==> src/rtl/tdes_pkg.sv <==
package tdes_pkg;

  localparam int unsigned BLK_W  = 64;
  localparam int unsigned HALF_W = BLK_W / 2;
  localparam int unsigned CD_W   = 56;
  localparam int unsigned SK_W   = 48;
  localparam int unsigned ROUNDS = 16;
  localparam int unsigned RND_W  = $clog2(ROUNDS);
  localparam int unsigned PASS_W = 2;

  typedef enum logic [1:0] {ST_IDLE, ST_RUN, ST_DONE} eng_state_e;

  // bit r set: key halves move by two positions before round r
  localparam logic [15:0] SHIFT_TWO = 16'h7EFC;

  localparam int PC1_T [56] = '{
    57,49,41,33,25,17, 9, 1,58,50,42,34,26,18,10, 2,59,51,43,35,27,19,11, 3,60,52,44,36,
    63,55,47,39,31,23,15, 7,62,54,46,38,30,22,14, 6,61,53,45,37,29,21,13, 5,28,20,12, 4};

  localparam int PC2_T [48] = '{
    14,17,11,24, 1, 5, 3,28,15, 6,21,10,23,19,12, 4,26, 8,16, 7,27,20,13, 2,
    41,52,31,37,47,55,30,40,51,45,33,48,44,49,39,56,34,53,46,42,50,36,29,32};

  localparam int P_T [32] = '{
    16, 7,20,21,29,12,28,17, 1,15,23,26, 5,18,31,10,
     2, 8,24,14,32,27, 3, 9,19,13,30, 6,22,11, 4,25};

  // each box: 64 nibbles, row-major, entry 0 in the top nibble
  localparam logic [255:0] SBOX_T [8] = '{
    256'hE4D12FB83A6C59070F74E2D1A6CB953841E8D62BFC973A50FC8249175B3EA06D,
    256'hF18E6B34972DC05A3D47F28EC01A69B50E7BA4D158C6932FD8A13F42B67C05E9,
    256'hA09E63F51DC7B428D709346A285ECBF1D6498F30B12C5AE71AD069874FE3B52C,
    256'h7DE3069A1285BC4FD8B56F03472C1AE9A690CB7DF13E52843F06A1D8945BC72E,
    256'h2C417AB6853FD0E9EB2C47D150FA3986421BAD78F9C5630EB8C71E2D6F09A453,
    256'hC1AF92680D34E75BAF427C9561DE0B389EF528C3704A1DB6432C95FABE17608D,
    256'h4B2EF08D3C975A61D0B7491AE35C2F8614BDC37EAF6805926BD814A7950FE23C,
    256'hD2846FB1A93E50C71FD8A374C56B0E927B419CE206ADF35821E74A8DFC90356B};

  function automatic int ip_src(input int i);
    int r, c;
    r = i / 8;
    c = i % 8;
    return ((r < 4) ? (58 + 2 * r) : (57 + 2 * (r - 4))) - 8 * c;
  endfunction

  function automatic logic [63:0] init_perm(input logic [63:0] x);
    logic [63:0] y;
    for (int i = 0; i < 64; i++) y[63-i] = x[64-ip_src(i)];
    return y;
  endfunction

  function automatic logic [63:0] final_perm(input logic [63:0] x);
    logic [63:0] y;
    for (int i = 0; i < 64; i++) y[64-ip_src(i)] = x[63-i];
    return y;
  endfunction

  function automatic logic [47:0] expand(input logic [31:0] r);
    logic [47:0] y;
    for (int g = 0; g < 8; g++)
      for (int k = 0; k < 6; k++)
        y[47-(6*g+k)] = r[32-(((4*g+k+31) % 32)+1)];
    return y;
  endfunction

  function automatic logic [3:0] sbox_get(input int n, input logic [5:0] b);
    int idx;
    idx = {26'd0, b[5], b[0], b[4:1]};
    return SBOX_T[n][255-4*idx -: 4];
  endfunction

  function automatic logic [31:0] feistel(input logic [31:0] r, input logic [47:0] k);
    logic [47:0] t;
    logic [31:0] s, y;
    t = expand(r) ^ k;
    for (int n = 0; n < 8; n++) s[31-4*n -: 4] = sbox_get(n, t[47-6*n -: 6]);
    for (int i = 0; i < 32; i++) y[31-i] = s[32-P_T[i]];
    return y;
  endfunction

  function automatic logic [55:0] pc1(input logic [63:0] k);
    logic [55:0] y;
    for (int i = 0; i < 56; i++) y[55-i] = k[64-PC1_T[i]];
    return y;
  endfunction

  function automatic logic [47:0] pc2(input logic [55:0] cd);
    logic [47:0] y;
    for (int i = 0; i < 48; i++) y[47-i] = cd[56-PC2_T[i]];
    return y;
  endfunction

  function automatic logic [27:0] rot28(input logic [27:0] x, input logic left, input logic two);
    if (left) return two ? {x[25:0], x[27:26]} : {x[26:0], x[27]};
    else      return two ? {x[1:0], x[27:2]}   : {x[0], x[27:1]};
  endfunction

endpackage

==> src/rtl/tdes_key_sched.sv <==
module tdes_key_sched
  import tdes_pkg::*;
(
  input  logic               clk_i,
  input  logic               rst_ni,
  input  logic               load_i,
  input  logic [BLK_W-1:0]   key_i,
  input  logic               dec_i,
  input  logic               step_i,
  input  logic [RND_W-1:0]   rnd_i,
  output logic [SK_W-1:0]    subkey_o
);

  logic [CD_W-1:0]  cd_q;
  logic             dec_q;
  logic [CD_W-1:0]  base;
  logic [RND_W-1:0] sh_idx;
  logic             two;

  assign base   = pc1(key_i);
  // encrypt: shift of the next round; decrypt: undo shift of the mirrored round
  assign sh_idx = dec_q ? (RND_W'(ROUNDS - 1) - rnd_i) : (rnd_i + RND_W'(1));
  assign two    = SHIFT_TWO[sh_idx];

  always_ff @(posedge clk_i or negedge rst_ni) begin
    if (!rst_ni) begin
      cd_q  <= '0;
      dec_q <= 1'b0;
    end else if (load_i) begin
      dec_q <= dec_i;
      cd_q  <= dec_i ? base : {rot28(base[55:28], 1'b1, 1'b0), rot28(base[27:0], 1'b1, 1'b0)};
    end else if (step_i) begin
      cd_q  <= {rot28(cd_q[55:28], !dec_q, two), rot28(cd_q[27:0], !dec_q, two)};
    end
  end

  assign subkey_o = pc2(cd_q);

  assert_load_step_excl_R8: assert property (@(posedge clk_i) disable iff (!rst_ni)
    !(load_i && step_i));

endmodule

==> src/rtl/tdes_round.sv <==
module tdes_round
  import tdes_pkg::*;
(
  input  logic [HALF_W-1:0] l_i,
  input  logic [HALF_W-1:0] r_i,
  input  logic [SK_W-1:0]   subkey_i,
  input  logic              last_i,
  output logic [HALF_W-1:0] l_o,
  output logic [HALF_W-1:0] r_o
);

  logic [HALF_W-1:0] mixed;

  assign mixed = l_i ^ feistel(r_i, subkey_i);

  // last round skips the swap so the halves are already in output order
  always_comb begin
    if (last_i) begin
      l_o = mixed;
      r_o = r_i;
    end else begin
      l_o = r_i;
      r_o = mixed;
    end
  end

endmodule

==> src/rtl/tdes_cbc_chain.sv <==
module tdes_cbc_chain
  import tdes_pkg::*;
(
  input  logic             clk_i,
  input  logic             rst_ni,
  input  logic             iv_load_i,
  input  logic [BLK_W-1:0] iv_i,
  input  logic             cbc_i,
  input  logic             dec_i,
  input  logic             accept_i,
  input  logic [BLK_W-1:0] blk_i,
  input  logic             finish_i,
  input  logic [BLK_W-1:0] core_i,
  output logic [BLK_W-1:0] pre_o,
  output logic [BLK_W-1:0] post_o
);

  logic [BLK_W-1:0] chain_q, hold_q;

  assign pre_o  = (cbc_i && !dec_i) ? (blk_i ^ chain_q)  : blk_i;
  assign post_o = (cbc_i &&  dec_i) ? (core_i ^ chain_q) : core_i;

  always_ff @(posedge clk_i or negedge rst_ni) begin
    if (!rst_ni) begin
      chain_q <= '0;
      hold_q  <= '0;
    end else begin
      if (iv_load_i) chain_q <= iv_i;
      else if (finish_i && cbc_i) chain_q <= dec_i ? hold_q : core_i;
      if (accept_i) hold_q <= blk_i;
    end
  end

  assert_iv_no_overlap_R11: assert property (@(posedge clk_i) disable iff (!rst_ni)
    iv_load_i |-> !(accept_i || finish_i));

endmodule

==> src/rtl/tdes_cbc_engine.sv <==
module tdes_cbc_engine
  import tdes_pkg::*;
(
  input  logic        clk_i,
  input  logic        rst_ni,
  input  logic        msg_start_i,
  input  logic        cbc_i,
  input  logic        decrypt_i,
  input  logic        triple_i,
  input  logic        two_key_i,
  input  logic [63:0] key1_i,
  input  logic [63:0] key2_i,
  input  logic [63:0] key3_i,
  input  logic [63:0] iv_i,
  input  logic        in_valid_i,
  output logic        in_ready_o,
  input  logic [63:0] in_data_i,
  output logic        out_valid_o,
  input  logic        out_ready_i,
  output logic [63:0] out_data_o
);

  eng_state_e        state_q;
  logic [RND_W-1:0]  rnd_q;
  logic [PASS_W-1:0] pass_q;
  logic [BLK_W-1:0]  lr_q, out_q;
  logic [BLK_W-1:0]  k1_q, k2_q, k3_q;
  logic              cbc_q, dec_q, tri_q, two_q;

  logic              idle, accept, last_rnd, last_pass, finish, next_pass, ks_load, ks_step;
  logic [PASS_W-1:0] pass_sel, pass_end;
  logic [BLK_W-1:0]  ks_key, pre_blk, post_blk, core_blk;
  logic              ks_dec;
  logic [SK_W-1:0]   subkey;
  logic [HALF_W-1:0] l_nx, r_nx;

  assign idle       = (state_q == ST_IDLE);
  assign in_ready_o = idle && !msg_start_i;
  assign accept     = in_valid_i && in_ready_o;
  assign pass_end   = tri_q ? PASS_W'(2) : PASS_W'(0);
  assign last_rnd   = (rnd_q == RND_W'(ROUNDS - 1));
  assign last_pass  = (pass_q == pass_end);
  assign finish     = (state_q == ST_RUN) && last_rnd && last_pass;
  assign next_pass  = (state_q == ST_RUN) && last_rnd && !last_pass;
  assign ks_load    = accept || next_pass;
  assign ks_step    = (state_q == ST_RUN) && !last_rnd;
  assign pass_sel   = accept ? '0 : pass_q + PASS_W'(1);

  // key order and direction per pass; decryption walks the keys backwards
  always_comb begin
    logic [BLK_W-1:0] k3_eff;
    k3_eff = two_q ? k1_q : k3_q;
    ks_dec = dec_q ^ (pass_sel == PASS_W'(1));
    unique case (pass_sel)
      PASS_W'(0): ks_key = (tri_q && dec_q) ? k3_eff : k1_q;
      PASS_W'(1): ks_key = k2_q;
      default:    ks_key = dec_q ? k1_q : k3_eff;
    endcase
  end

  tdes_key_sched u_ks (
    .clk_i   (clk_i),
    .rst_ni  (rst_ni),
    .load_i  (ks_load),
    .key_i   (ks_key),
    .dec_i   (ks_dec),
    .step_i  (ks_step),
    .rnd_i   (rnd_q),
    .subkey_o(subkey)
  );

  tdes_round u_round (
    .l_i     (lr_q[63:32]),
    .r_i     (lr_q[31:0]),
    .subkey_i(subkey),
    .last_i  (last_rnd),
    .l_o     (l_nx),
    .r_o     (r_nx)
  );

  assign core_blk = final_perm({l_nx, r_nx});

  tdes_cbc_chain u_chain (
    .clk_i    (clk_i),
    .rst_ni   (rst_ni),
    .iv_load_i(msg_start_i && idle),
    .iv_i     (iv_i),
    .cbc_i    (cbc_q),
    .dec_i    (dec_q),
    .accept_i (accept),
    .blk_i    (in_data_i),
    .finish_i (finish),
    .core_i   (core_blk),
    .pre_o    (pre_blk),
    .post_o   (post_blk)
  );

  always_ff @(posedge clk_i or negedge rst_ni) begin
    if (!rst_ni) begin
      state_q <= ST_IDLE;
      rnd_q   <= '0;
      pass_q  <= '0;
      lr_q    <= '0;
      out_q   <= '0;
      k1_q    <= '0;
      k2_q    <= '0;
      k3_q    <= '0;
      cbc_q   <= 1'b0;
      dec_q   <= 1'b0;
      tri_q   <= 1'b0;
      two_q   <= 1'b0;
    end else begin
      unique case (state_q)
        ST_IDLE: begin
          if (msg_start_i) begin
            k1_q  <= key1_i;
            k2_q  <= key2_i;
            k3_q  <= key3_i;
            cbc_q <= cbc_i;
            dec_q <= decrypt_i;
            tri_q <= triple_i;
            two_q <= two_key_i;
          end else if (accept) begin
            lr_q    <= init_perm(pre_blk);
            rnd_q   <= '0;
            pass_q  <= '0;
            state_q <= ST_RUN;
          end
        end
        ST_RUN: begin
          lr_q  <= {l_nx, r_nx};
          rnd_q <= rnd_q + RND_W'(1);
          if (next_pass) pass_q <= pass_q + PASS_W'(1);
          if (finish) begin
            out_q   <= post_blk;
            state_q <= ST_DONE;
          end
        end
        default: begin
          if (out_ready_i) state_q <= ST_IDLE;
        end
      endcase
    end
  end

  assign out_valid_o = (state_q == ST_DONE);
  assign out_data_o  = out_q;

  assert_busy_after_accept_R9: assert property (@(posedge clk_i) disable iff (!rst_ni)
    (in_valid_i && in_ready_o) |=> !in_ready_o);

  assert_out_hold_R9: assert property (@(posedge clk_i) disable iff (!rst_ni)
    (out_valid_o && !out_ready_i) |=> (out_valid_o && $stable(out_data_o)));

  assert_pass_bound_R3: assert property (@(posedge clk_i) disable iff (!rst_ni)
    (state_q == ST_RUN) |-> (pass_q <= pass_end));

  assert_done_after_final_R8: assert property (@(posedge clk_i) disable iff (!rst_ni)
    $rose(out_valid_o) |-> ($past(rnd_q) == RND_W'(ROUNDS - 1) && $past(pass_q) == pass_end));

  assert_no_valid_while_ready_R10: assert property (@(posedge clk_i) disable iff (!rst_ni)
    !(out_valid_o && in_ready_o));

endmodule

==> config.mk <==
export PLATFORM = sky130hd
export DESIGN_NAME = tdes_cbc_engine
export DESIGN_NICKNAME = d
export VERILOG_FILES = /design/src/rtl/tdes_pkg.sv /design/src/rtl/tdes_key_sched.sv /design/src/rtl/tdes_round.sv /design/src/rtl/tdes_cbc_chain.sv /design/src/rtl/tdes_cbc_engine.sv
export SDC_FILE = /design/constraint.sdc
export NUM_CORES = 2
export LEC_CHECK = 0
export BUFFER_PORTS_ARGS = -buffer_cell sky130_fd_sc_hd__buf_2
export CORE_UTILIZATION = 50
export CTS_CLUSTER_SIZE = 28
export DETAILED_ROUTE_END_ITERATION = 6
export PLACE_DENSITY = 0.73
export SETUP_SLACK_MARGIN = 0.05
export SLEW_MARGIN = 20
export SYNTH_ARGS = -nofsm -noshare
export SYNTH_HDL_FRONTEND = slang
export SYNTH_SLANG_ARGS = --single-unit
==> constraint.sdc <==
create_clock -name clk_i -period 3.46 [get_ports clk_i]
set_input_delay 0.346 -clock clk_i [delete_from_list [all_inputs] [get_ports clk_i]]
set_output_delay 0.346 -clock clk_i [all_outputs]
set_load 0.005 [all_outputs]
==> Yosys cells after proc, flatten, opt, wreduce, memory -nomap -nowiden <==
Memory sizes are Yosys's and may differ from the RTL's.
Cells that the tools add are included.
W data, S select, Z words.
{ "totals": {"memories": 1, "mem_bits_ro": 16, "ramBits": 0, "inputBits": 329, "latchBits": 0, "ff_bits": 517, "wordCells": 117} }
{ "op_classes": {"bitwise_logic": 5, "eq_ne": 9, "addsub": 11, "shift": 8, "div": 0, "n_lt_le_gt_ge": 1, "muxes": 39, "reduce_logical": 27, "multipliers": 0} }
{ "mem_list": {"columns": ["name", "words", "width", "rd", "rd_clocked_by_memory_dff", "write_ports", "line", "source"], "rows": [
  ["(name not given)", 16, 1, 1, 0, 0, "tdes_key_sched.sv:23", "assign two = SHIFT_TWO[sh_idx];"]
]} }
{ "ops": {"columns": ["op", "count"], "rows": [
  ["$shiftx A259 B32 Y4 const A", 8],
  ["$mux W64", 10],
  ["$pmux W64 S2", 2],
  ["$mux W28", 6],
  ["$mux W56", 3],
  ["$xor A64 B64 Y64", 2],
  ["$sub A8 B8 Y9 const A", 8],
  ["$mux W32", 2],
  ["$xor A48 B48 Y48", 1],
  ["$xor A32 B32 Y32", 1],
  ["$mux W2", 9],
  ["$mux W4", 3],
  ["$logic_and A1 B1 Y1", 11],
  ["$pmux W2 S2", 2],
  ["$pmux W4 S2", 1],
  ["$reduce_and A4 Y1", 2],
  ["$reduce_bool A2 Y1", 3],
  ["$lt A4 B5 Y1 const B", 1],
  ["$add A4 B1 Y4 const B", 1],
  ["$eq A2 B1 Y1 const B", 2],
  ["$eq A4 B4 Y1 const B", 1],
  ["$logic_not A1 Y1", 4],
  ["$logic_not A2 Y1", 2],
  ["$ne A2 B1 Y1 const B", 2],
  ["other kinds (11)", 13]
]} }

==> Logic depth before layout (Yosys ltp) <==
{ "logic_depth": {"depth_word": 8, "ltp_mapped": 13} }

==> Cells and area by module <==
Synthesis repeated with hierarchy kept, for this count alone.
{ "unflattened": {"cells_unflattened": 3797, "hier_area_um2": 37120.6} }
{ "modules_own_cells": {"columns": ["mod", "seq_area_each_um2", "area_each_um2", "instances", "cells_per_inst"], "rows": [
  ["tdes_cbc_engine", 8308.0, 15317.2, 1, 1249],
  ["tdes_cbc_chain", 3203.1, 8440.6, 1, 834],
  ["tdes_round", 0.0, 7173.1, 1, 939],
  ["tdes_key_sched", 1426.4, 6189.7, 1, 775]
]} }

==> Worst setup path after synthesis <==
Ideal clock, no wire load.
{ "synth_timing": {"path_type": "flip-flop to flip-flop", "from": "register lr_q[24]", "to": "register lr_q[62]", "slack_ps": 117, "required_time_ps": 3337, "synth_period_minus_slack_ps": 3343, "setup_time_ps": 123, "stages_incl_launch_ff": 13, "arrival_time_ps": 3220, "cell_sequence": "dfrtp_1 buf_2 xor2_1 inv_1 ha_1 or2_2 mux4_2 nor2_1 a311oi_1 nor3_1 xor2_1 o21ai_0 o221a_2"} }
{ "synth_via": {"elab_chain_len": 6} }
{ "synth_lines": {"columns": ["item", "line", "source"], "rows": [
  ["start: declaration", "tdes_cbc_engine.sv:26", "logic [BLK_W-1:0] lr_q, out_q;"],
  ["start signal: assignment", "tdes_cbc_engine.sv:124", "lr_q <= init_perm(pre_blk);"],
  ["start signal: assignment", "tdes_cbc_engine.sv:131", "lr_q <= {l_nx, r_nx};"],
  ["$xor A48 B48 Y48", "tdes_pkg.sv:75", "t = expand(r) ^ k;"],
  ["$sub A8 B8 Y9", "tdes_pkg.sv:69", "return SBOX_T[n][255-4*idx -: 4];"],
  ["$shiftx A259 B32 Y4", "tdes_pkg.sv:69", null],
  ["$xor A32 B32 Y32", "tdes_round.sv:14", "assign mixed = l_i ^ feistel(r_i, subkey_i);"],
  ["$mux W32", "tdes_round.sv:18", "if (last_i) begin"],
  ["$pmux W64 S2", "tdes_cbc_engine.sv:113", "unique case (state_q)"]
]} }
Every way passes these cells.
A chain may end at the register's enable or synchronous reset.

==> Worst setup path after layout <==
{ "layout_timing": {"from": "register lr_q[23]", "to": "register lr_q[34]"} }
Same word-level chain as after synthesis.

==> impl_metrics.sql <==
INSERT INTO impl_metrics (metric_group, metric, value, unit) VALUES
('placement', 'place.detailed.instances', '4543', ''),
('synth', 'synthesis.nets', '3857', ''),
('setup_path', 'number_of_buffer_and_inverter_instances_along_the_worst_setup_path', '0', ''),
('floorplanning', 'die_width', '247', 'µm'),
('layout', 'final_layout_size_suffix_gt1_frac', '0.197', ''),
('outcome', 'run_status', 'finished with violations', ''),
('drt', 'post-route-drc-count', '31', ''),
('clock_network', 'number_of_clock_sinks_seen_by_cts', '493', ''),
('drt', 'via_count', '30700', ''),
('floorplanning', 'die_outline_area', '0.0612', 'mm²'),
('setup_path', 'crit_chain', 'xnor2_1 -> nor2_1 -> a311o_1 -> o2111a_1 -> nor3_2 -> a21oi_1 -> a21o_1', ''),
('clock_network', 'worst_skew_pair.late_latency', '0.65', 'ns'),
('power_and_ir_drop', 'vdd.ir_drop.worst', '751', 'µV'),
('sta', 'max_slew.worst_pin.slew', '1.21', 'ns'),
('drt', 'drt.antenna.violating_nets', '0', ''),
('sta', 'period_share', '0.961', ''),
('power_and_ir_drop', 'power_density', '1240', 'mW/mm²'),
('floorplanning', 'io-pin-count', '395', ''),
('setup_path', 'reg2reg_depth', '7', ''),
('placement', 'finalWeightedCongestion', '0.965', ''),
('clock_network', 'cts_tree', 'done', ''),
('synth', 'synth_enable_flop_cells', '0', ''),
('setup_path', 'r2r_start', 'lr_q[23]', ''),
('sta', 'final_worst_clock_skew', '0.0315', 'ns'),
('synth', 'synth_largest_area_cell', 'dfrtp_1', ''),
('layout', 'fin_util', '0.644', ''),
('clock_network', 'total_clock_buffers_created_by_cts', '52', ''),
('setup_path', 'critPathLaunchType', 'flip-flop', ''),
('sta', 'max_clock_freq', '301', 'MHz'),
('synth', 'seq_area_frac_synth', '0.409', ''),
('clock_network', 'cts.repair_timing.setup_buffer_count', '0', ''),
('sta', 'setup_violations', '0', ''),
('clock_network', 'path_clk_slew', '0.07', 'ns'),
('drt', 'drtIter0Drc', '4006', ''),
('synth', 'synth.cells.most_frequent', '993 x nand2_1, 493 x dfrtp_1, 207 x clkbuf_1, 172 x nor2_1, 150 x a21oi_1', ''),
('synth', 'postSynthCellCount', '3464', ''),
('setup_path', 'path_delay_family', 'compound AO/OA/AOI/OAI gates', ''),
('floorplanning', 'die_height', '247', 'µm'),
('hold_path', 'kind_of_path_behind_the_tightest_hold_check', 'input pin to flip-flop', ''),
('hold_path', 'worstHoldEndpoint', 'u_chain.chain_q[61]', ''),
('synth', 'top_cells_by_area_synth', 'dfrtp_1 41%, nand2_1 12%, mux4_2 4.6%', ''),
('synth', 'synth.avg_cell_area', '8.70', 'µm²'),
('setup_path', 'worstReg2RegEnd', 'lr_q[34]', ''),
('drt', 'finalWirelength', '116', 'mm'),
('hold_path', 'launch_instance_of_the_worst_min_delay_path', 'iv_i[61]', ''),
('sta', 'timing.slew.headroom', '0.189', ''),
('drt', 'via_per_inst', '6.26', ''),
('synth', 'async_reset_ff_frac', '1.00', ''),
('outcome', 'violations', 'design-rule violations', ''),
('global_routing', 'globalRouteTotalUtil', '0.374', ''),
('synth', 'synth_top_area_frac', '0.409', ''),
('setup_path', 'crit_slowest_cell', 'xnor2_1', ''),
('drt', 'first_pass_iters', '7', ''),
('setup_path', 'critPathKind', 'flip-flop to flip-flop', ''),
('synth', 'ys_warn_count', '0', ''),
('synth', 'count_of_different_cell_masters_after_synthesis', '85', ''),
('sta', 'finalHoldViolCount', '0', ''),
('setup_path', 'regToRegSetupSlack', '0.13', 'ns'),
('flow_run', 'max-cap-violations', '0', ''),
('layout', 'final_stage_net_count', '4475', ''),
('synth', 'netlist_area', '0.0301', 'mm²'),
('global_routing', 'first_global_vias', '29600', ''),
('setup_path', 'worst_ep_required_time', '3.97', 'ns'),
('setup_path', 'critical-path-max-stage-delay', '0.81', 'ns'),
('sta', 'setup_total_negative_slack', '0', 'ns'),
('sta', 'grt_setup_unrepaired', 'true', ''),
('placement', 'hpwlAfterDp', '75.4', 'mm'),
('floorplanning', 'placement_rows', '89', ''),
('clock_network', 'clockBufferDepth', '3', ''),
('power_and_ir_drop', 'power.leakage', '17.8', 'nW'),
('layout', 'final.fill_count', '4694', '');
[how the worst max path moves through the flow]
stage                      start             endpoint  slack (ns)  depth (start not counted)
detailed placement      lr_q[25]  u_chain.chain_q[36]        0.14                         13
CTS                     lr_q[25]  u_chain.chain_q[36]        0.12                         13
global placement        lr_q[25]  u_chain.chain_q[36]        0.19                         13
floorplan               lr_q[24]             lr_q[62]        0.12                         12
finish                  lr_q[23]             lr_q[34]        0.13                          7
global route        u_ks.cd_q[9]        out_data_o[0]        0.03                         12
[repair_timing]
action                                  CTS  global route
gates resized for setup                   0             8
hold buffers                            258             0
endpoints found under the setup margin    0            15
endpoints found under the hold margin   339             0
[layer usage]
layer	vias up	part of all wire	wire length [µm]	GRT usage
li1	13400	-	-	-
met1	14700	0.37	43000	0.485
met2	2075	0.45	52100	0.572
met3	398	0.11	12900	0.0782
met4	2	0.066	7610	0.234
met5	-	0.00011	13	0
[kinds of logic (layout without fill, tap and decap cells)]
logic type / after synthesis / after routing / synth area share
buffers and inverters: 345 / 1006 / 0.0473
XOR/XNOR: 257 / 257 / 0.0782
adder cells (fa/ha/maj): 64 / 64 / 0.0266
AO/OA/AOI/OAI: 803 / 803 / 0.187
other: 0 / 3 / 0
flip-flops: 493 / 493 / 0.409
multiplexers: 126 / 126 / 0.0675
AND/OR/NAND/NOR: 1376 / 1376 / 0.184
[cell usage in the layout, fill, tap and decap left out, types with 101 or more instances in the layout]
| cell type | count |
|---|---|
| buf_4 | 213 |
| dlygate4sd3_1 | 258 |
| dfrtp_1 | 489 |
| xnor2_1 | 130 |
| nand2_1 | 991 |
| o21ai_0 | 132 |
| buf_2 | 369 |
| o22ai_1 | 101 |
| xor2_1 | 106 |
| nor2_1 | 166 |
| a21oi_1 | 150 |
[registers in the layout, indices dropped and copies added (netlist names)]
signal           cells
pass_q               2
two_q                1
dec_q                1
u_ks.cd_q           56
k2_q                56
u_chain.hold_q      64
rnd_q                4
u_chain.chain_q     64
cbc_q                1
out_data_o          64
lr_q                64
tri_q                1
state_q              2
u_ks.dec_q           1
k1_q                56
k3_q                56
[area by class of cell]
type | instances | area, µm² | area share
Antenna cell | 3 | 7.51 | 0.000197
Sequential cell | 493 | 12300 | 0.323
Clock buffer | 74 | 1490 | 0.0391
Tap cell | 773 | 967 | 0.0253
Multi-Input combinational cell | 2626 | 16500 | 0.432
Inverter | 50 | 188 | 0.00492
Timing Repair Buffer | 859 | 6400 | 0.168
Clock inverter | 23 | 259 | 0.00678
[metrics by stage]
| stage | setup WS (ns) | area (µm²) |
|---|---|---|
| 3_3_place_gp | 0.192 | 33800 |
| 3_5_place_dp | 0.144 | 33800 |
| 6_report | 0.135 | 38200 |
| 2_1_floorplan | 0.117 | 30100 |
| 5_1_grt | 0.0327 | 38200 |
| 4_1_cts | 0.122 | 38100 |
[worst reg2reg max path, stage by stage (launching register included)]
cell,delay [ns]
dfrtp_1,0.66
xnor2_1,0.82
nor2_1,0.26
a311o_1,0.49
o2111a_1,0.30
nor3_2,0.37
a21oi_1,0.14
a21o_1,0.17
[where the power goes]
group	leakage, nW	internal (mW)	switching (mW)
logic	10.8	13.0	17.2
clock network	0.870	3.32	2.56
registers	6.12	8.49	2.81
total	17.8	24.9	22.6
No activity file was read; power rests on OpenSTA's default activity.
